==> src/rtl/irqp_pkg.sv <==
package irqp_pkg;
    localparam int LANE_W    = 8;
    localparam int PEND_W    = 2 * LANE_W;
    localparam int ROW_W     = $clog2(LANE_W);
    localparam int SRC_W     = ROW_W + 1;
    localparam int TBL_DEPTH = 1 << LANE_W;

    typedef logic [ROW_W-1:0]  row_t;
    typedef logic [LANE_W-1:0] lane_t;

    typedef struct packed {
        logic              valid;
        logic [SRC_W-1:0]  src;
        logic [PEND_W-1:0] smask;
    } res_t;

    // Position of the highest set bit, zero for an empty pattern.
    function automatic row_t top_bit(input lane_t p);
        row_t r;
        r = '0;
        for (int i = 0; i < LANE_W; i++) begin
            if (p[i]) r = row_t'(i);
        end
        return r;
    endfunction
endpackage

==> src/rtl/irqp_pend_map.sv <==
module irqp_pend_map
    import irqp_pkg::*;
(
    input  logic [1:0]        sw_pend,
    input  logic [5:0]        hw_pend,
    input  logic [3:0]        ext_pend,
    input  logic              timer_irq,
    input  logic              perf_irq,
    input  logic              timer_reloc,
    input  logic [LANE_W-1:0] stat_mask,
    input  logic [LANE_W-1:0] ext_mask,
    output logic [PEND_W-1:0] eff_pend
);
    logic [PEND_W-1:0] raw;

    always_comb begin
        raw        = '0;
        raw[1:0]   = sw_pend;
        raw[6:2]   = hw_pend[4:0];
        raw[7]     = hw_pend[5] | (timer_irq & ~timer_reloc);   // shared line
        raw[11:8]  = ext_pend;
        raw[12]    = timer_irq & timer_reloc;                   // own bit
        raw[13]    = perf_irq;                                  // R1, bits 15:14 stay 0
        eff_pend   = raw & {ext_mask, stat_mask};
    end
endmodule

==> src/rtl/irqp_prio_table.sv <==
module irqp_prio_table
    import irqp_pkg::*;
(
    input  logic              clk,
    input  logic              rst_n,
    input  logic              wr_en,
    input  logic [LANE_W-1:0] wr_addr,
    input  row_t              wr_row,
    input  logic [LANE_W-1:0] rd_addr,
    output row_t              rd_row
);
    row_t mem_q [TBL_DEPTH];

    always_ff @(posedge clk) begin
        if (!rst_n) begin
            for (int a = 0; a < TBL_DEPTH; a++) begin
                mem_q[a] <= top_bit(lane_t'(a));
            end
        end else if (wr_en) begin
            mem_q[wr_addr] <= wr_row;
        end
    end

    assign rd_row = mem_q[rd_addr];

    a_r11_write_lands: assert property (@(posedge clk) disable iff (!rst_n)
        wr_en |=> (mem_q[$past(wr_addr)] == $past(wr_row)));
endmodule

==> src/rtl/irqp_mask_gen.sv <==
module irqp_mask_gen
    import irqp_pkg::*;
(
    input  row_t              row,
    input  logic              msb_first,
    output logic [PEND_W-1:0] svc_mask
);
    always_comb begin
        svc_mask = '0;
        for (int i = 0; i < LANE_W; i++) begin
            if (msb_first) svc_mask[LANE_W+i] = (i <= int'(row));
            else           svc_mask[LANE_W+i] = (i >= int'(row));
        end
    end
endmodule

==> src/rtl/irq_prio_resolver.sv <==
module irq_prio_resolver
    import irqp_pkg::*;
(
    input  logic        clk,
    input  logic        rst_n,
    input  logic [1:0]  sw_pend,
    input  logic [5:0]  hw_pend,
    input  logic [3:0]  ext_pend,
    input  logic        timer_irq,
    input  logic        perf_irq,
    input  logic        timer_reloc,
    input  logic [7:0]  stat_mask,
    input  logic [7:0]  ext_mask,
    input  logic        msb_first,
    input  logic        tbl_we,
    input  logic [7:0]  tbl_addr,
    input  logic [2:0]  tbl_row,
    output logic        irq_valid,
    output logic [3:0]  irq_src,
    output logic [15:0] irq_svc_mask
);
    logic [PEND_W-1:0] eff;
    logic              low_any, high_any;
    lane_t             lk_addr;
    row_t              lk_row;
    logic [PEND_W-1:0] lk_mask;
    res_t              res_d, res_q;

    irqp_pend_map u_map (
        .sw_pend    (sw_pend),
        .hw_pend    (hw_pend),
        .ext_pend   (ext_pend),
        .timer_irq  (timer_irq),
        .perf_irq   (perf_irq),
        .timer_reloc(timer_reloc),
        .stat_mask  (stat_mask),
        .ext_mask   (ext_mask),
        .eff_pend   (eff)
    );

    // One shared read port: the second pass reuses the same entries.
    assign low_any  = |eff[LANE_W-1:0];
    assign high_any = |eff[PEND_W-1:LANE_W];
    assign lk_addr  = low_any ? eff[LANE_W-1:0] : eff[PEND_W-1:LANE_W];

    irqp_prio_table u_tbl (
        .clk    (clk),
        .rst_n  (rst_n),
        .wr_en  (tbl_we),
        .wr_addr(tbl_addr),
        .wr_row (tbl_row),
        .rd_addr(lk_addr),
        .rd_row (lk_row)
    );

    irqp_mask_gen u_mask (
        .row      (lk_row),
        .msb_first(msb_first),
        .svc_mask (lk_mask)
    );

    always_comb begin
        res_d = '0;
        if (low_any || high_any) begin
            res_d.valid = 1'b1;
            res_d.src   = {~low_any, lk_row};
            res_d.smask = lk_mask;
        end
    end

    always_ff @(posedge clk) begin
        if (!rst_n) res_q <= '0;
        else        res_q <= res_d;
    end

    assign irq_valid    = res_q.valid;
    assign irq_src      = res_q.src;
    assign irq_svc_mask = res_q.smask;

    a_r7_idle_quiet: assert property (@(posedge clk) disable iff (!rst_n)
        !irq_valid |-> (irq_src == '0 && irq_svc_mask == '0));

    a_r12_one_cycle: assert property (@(posedge clk) disable iff (!rst_n)
        1'b1 |=> (irq_valid == $past(|eff)));

    a_r6_low_wins: assert property (@(posedge clk) disable iff (!rst_n)
        (|eff[LANE_W-1:0]) |=> (irq_valid && !irq_src[SRC_W-1]));

    a_r5_second_pass: assert property (@(posedge clk) disable iff (!rst_n)
        (eff[LANE_W-1:0] == '0 && |eff[PEND_W-1:LANE_W]) |=> (irq_valid && irq_src[SRC_W-1]));

    a_r8_mask_anchor: assert property (@(posedge clk) disable iff (!rst_n)
        irq_valid |-> (irq_svc_mask[LANE_W-1:0] == '0 &&
                       (irq_svc_mask[LANE_W] || irq_svc_mask[PEND_W-1])));
endmodule

==> config.mk <==
export PLATFORM = sky130hd
export DESIGN_NAME = irq_prio_resolver
export DESIGN_NICKNAME = d
export VERILOG_FILES = /design/src/rtl/irqp_pkg.sv /design/src/rtl/irqp_pend_map.sv /design/src/rtl/irqp_prio_table.sv /design/src/rtl/irqp_mask_gen.sv /design/src/rtl/irq_prio_resolver.sv
export SDC_FILE = /design/constraint.sdc
export NUM_CORES = 1
export LEC_CHECK = 0
export ABC_CLOCK_PERIOD_IN_PS = 4500
export BUFFER_PORTS_ARGS = -buffer_cell sky130_fd_sc_hd__buf_2
export CORE_UTILIZATION = 40
export CTS_CLUSTER_SIZE = 25
export DETAILED_ROUTE_END_ITERATION = 7
export GPL_ROUTABILITY_DRIVEN = 0
export PLACE_DENSITY_LB_ADDON = 0.2
export SETUP_SLACK_MARGIN = 0.15
export SYNTH_ARGS = -nofsm -noshare
export SYNTH_HDL_FRONTEND = slang
export SYNTH_SLANG_ARGS = --single-unit
==> constraint.sdc <==
create_clock -name clk -period 4.5 [get_ports clk]
set_input_delay 0.45 -clock clk [delete_from_list [all_inputs] [get_ports clk]]
set_output_delay 0.45 -clock clk [all_outputs]
set_load 0.05 [all_outputs]
==> results.py <==
metrics = {
    "grt": {
        "grt_overflow_total": 0,
        "grt_pass1_vias": 28400,
        "grt_antenna_before_repair": 6,
        "grt_max_degree": 195,
        "grt_use_total": 0.269,
        "grt_pass1_wl_mm": 195,
    },
    "drt": {
        "routed_wl_mm": 135,
        "wire_per_inst_um": 28.6,
        "viasPerCell": 6.27,
        "wl_met2_mm": 62.0,
        "num_vias": 29600,
        "highest_layer": "met5",
        "ant_nets": 0,
        "drt_iter0_drc": 3778,
        "firstDrtPassIters": 8,
        "met1_length_mm": 53.8,
        "wl_met3_mm": 14.0,
        "drc": 0,
    },
    "sta": {
        "drv_slew": 0,
        "fin_skew_ns": 0.0431,
        "tightest_slew_ns": 1.31,
        "finalSetupViolations": 0,
        "relSlewSlack": 0.129,
        "setup_slack_ns": 0.455,
        "hold_viol": 0,
        "hold_ws_ns": 0.125,
        "finalCriticalPeriod_ns": 4.04,
        "fmax_ghz": 0.247,
        "fin_crit_sh": 0.899,
        "rsz0062_at_grt": "false",
    },
    "clocking": {
        "h-tree-depth": 3,
        "insertion_delay_ns": 0.68,
        "clkTransAtPathRegs_ns": 0.05,
        "cts_made_buffers": 87,
        "cts.repair.resized": 0,
        "cts_hold_buf": 0,
        "clock-sinks": 781,
        "post-cts-setup-buffers": 0,
        "cts_tree": "done",
        "clockRootBuffer": "clkbuf_16",
        "clockBufferDepth": 3,
    },
    "floorplanning": {
        "die_area_um2": 98400,
        "core_area_um2": 95600,
        "fp.dieH_um": 314,
        "io_pins": 67,
        "die_x_um": 314,
        "start_util": 0.407,
        "rows": 113,
    },
    "power": {
        "power.density_nw_per_um2": 399,
        "p_leak_uw": 0.0147,
        "ir_worst_vdd_mv": 0.272,
    },
    "setup_path": {
        "r2r_start": "u_tbl.mem_q[148][1]",
        "worst_ep_arrival_time_ns": 4.59,
        "worst-path-buf-inv": 6,
        "cpPeakStageDelay_ns": 0.60,
        "crit_path_frequent_cell": "buf_4",
        "worstPathMaxFanout": 13,
        "critical_path_depth": 17,
        "regToRegSetupSlack_ns": 1.15,
        "path_class": "in -> reg",
        "critPathSlowestCell": "o41ai_1",
        "cpLargestDelayFamily": "compound AO/OA/AOI/OAI gates",
        "rr_endpoint": "irq_svc_mask[14]",
        "cp-endpoint": "irq_svc_mask[9]",
        "crit_path_end_kind": "flop",
        "cp_cell_sequence": "buf_2, a22o_1, or3_1, buf_4, o31a_2, buf_12, buf_4, a221oi_1, a211oi_1, o41ai_1, buf_4, o2111ai_1, o41a_1, o221ai_2, buf_4, a21oi_1, a311oi_1",
        "start_kind": "primary input",
        "cp.required_ns": 5.05,
        "critical_path.startpoint": "hw_pend[0]",
        "ff2ff_path_depth": 10,
    },
    "synth": {
        "netlist_area_um2": 38900,
        "synth.distinct_cells": 76,
        "yosys_warnings": 0,
        "ys_dominant_reg_cell": "edfxtp_1",
        "synth-seq-cells": 781,
        "syn_avg_cell_area_um2": 11.4,
        "synth_edf_count": 768,
        "async_flop_share": 0,
        "synth_seq_area_share": 0.600,
        "synthCells": 3408,
    },
    "place": {
        "dp_slack_ns": -0.157,
        "placed_cell_area_um2": 41300,
        "io_buffers": 56,
        "hpwl_mm": 84.1,
    },
    "worst_hold_path": {
        "hold_class": "in -> reg",
    },
    "outcome": {
        "status": "complete, no violations",
    },
    "finish": {
        "layout-drive-gt1-share": 0.152,
        "area_delta_synth_final_pct": 13.7,
        "nets": 3428,
        "ff_latch_area_um2": 23300,
        "utilization": 0.463,
        "finish.instance_area_um2": 44200,
        "multi_input_area_um2": 13700,
        "fillers": 8714,
    },
    "flow_run": {
        "maxCapViolCount": 0,
    },
}
-- flip-flops by register name, indices dropped and copies added, names as in the netlist --
signal        count
irq_src           4
irq_svc_mask      8
irq_valid         1
u_tbl.mem_q     768
-- final cells by class --
cell class,count,share of cell area
Clock inverter,49,0.0120
Tap cell,1265,0.0358
Timing Repair Buffer,311,0.0612
Sequential cell,781,0.528
Inverter,14,0.00125
Multi-Input combinational cell,2187,0.309
Antenna cell,1,0.0000566
Clock buffer,109,0.0527
-- logic make-up after synthesis --
kind of cell,count (synthesis),synth area share
flip-flops,781,0.600
AO/OA/AOI/OAI,577,0.0943
AND/OR/NAND/NOR,1412,0.192
buffers and inverters,447,0.0512
multiplexers,190,0.0624
other,1,0.0000965
-- how the worst min path moves through the flow --
stage	startpoint	to	slack, ns	cells past startpoint
floorplan	tbl_addr[2]	u_tbl.mem_q[144][1]	0.71	2
global placement	msb_first	irq_svc_mask[15]	0.76	2
detailed placement	msb_first	irq_svc_mask[15]	0.77	2
CTS	msb_first	irq_svc_mask[15]	0.09	2
global route	msb_first	irq_svc_mask[15]	0.14	2
finish	msb_first	irq_svc_mask[15]	0.12	2
-- cell usage in the layout, fill, tap and decap left out, types with 8 or more instances in the layout --
| cell | netlist | final |
|---|---|---|
| nor3_1 | 70 | 68 |
| buf_4 | 24 | 217 |
| buf_12 | 2 | 39 |
| or3_1 | 525 | 523 |
| o21ai_0 | 271 | 270 |
| inv_1 | 13 | 13 |
| a311oi_1 | 13 | 13 |
| o2111ai_1 | 9 | 9 |
| o311ai_0 | 12 | 12 |
| a22oi_1 | 34 | 34 |
| nand3_1 | 186 | 184 |
| nand2_1 | 358 | 356 |
| buf_2 | 40 | 52 |
| a32oi_1 | 15 | 15 |
| clkinv_2 | 0 | 15 |
| and2_1 | 10 | 10 |
| a211oi_1 | 21 | 21 |
| clkinv_1 | 0 | 18 |
| dfxtp_1 | 13 | 13 |
| a221oi_1 | 9 | 9 |
| mux2i_1 | 131 | 131 |
| clkbuf_16 | 0 | 89 |
| edfxtp_1 | 768 | 768 |
| a21oi_1 | 71 | 68 |
| nand2b_1 | 9 | 9 |
| a211o_1 | 10 | 10 |
| bufinv_16 | 0 | 9 |
| o311a_1 | 13 | 13 |
| o211ai_1 | 22 | 22 |
| nand4_1 | 38 | 38 |
| mux4_2 | 40 | 40 |
| a31oi_1 | 17 | 17 |
| mux2_2 | 19 | 19 |
| nor2b_1 | 9 | 9 |
| clkbuf_1 | 338 | 16 |
| o22ai_1 | 8 | 8 |
| conb_1 | 1 | 8 |
| and3_1 | 118 | 118 |
| nor2_1 | 72 | 71 |
-- metal layers --
| metal | vias up | GRT usage |
|---|---|---|
| met2 | 1645 | 0.425 |
| met5 | - | 0 |
| met3 | 277 | 0.0637 |
| met4 | 6 | 0.0962 |
| met1 | 14800 | 0.362 |
| li1 | 12800 | - |
-- stage by stage --
stage                     setup TNS (ns)  power (µW)  std cells
final                                  0       17600       4717
after global routing                   0       18100       4716
after CTS                              0       17700       4716
after detailed placement          -0.609       10500       4558
after global placement            -0.575       10500       4558
after floorplan                        0        9670       3415
-- synth_stat cells, types with 8 or more instances --
cell       count  area [µm²]
a21oi_1       71         355
buf_4         24         180
buf_1         12        45.0
buf_6         14         158
nand4_1       38         238
a211o_1       10        87.6
mux2i_1      131        1310
nand3_1      186         931
inv_1         13        48.8
buf_2         40         200
nand2_1      358        1340
and2_1        10        62.6
o311ai_0      12         105
a22oi_1       34         255
a221oi_1       9        78.8
nand2b_1       9        56.3
and3_1       118         738
o311a_1       13         130
dfxtp_1       13         260
mux2_2        19         214
mux4_2        40         901
nor2_1        72         270
o2111ai_1      9        78.8
o21ai_0      271        1360
or3_1        525        3280
nor3_1        70         350
o22ai_1        8        50.1
a211oi_1      21         158
nor2b_1        9        56.3
a31oi_1       17         106
a311oi_1      13         114
clkbuf_1     338        1270
a32oi_1       15         131
edfxtp_1     768       23100
o211ai_1      22         165
-- where the power goes --
| part | internal (µW) | switching (µW) |
|---|---|---|
| clock network | 4200 | 3020 |
| logic | 633 | 1340 |
| registers | 8340 | 121 |
| total | 13200 | 4480 |
(Power assumes the default switching activity.)
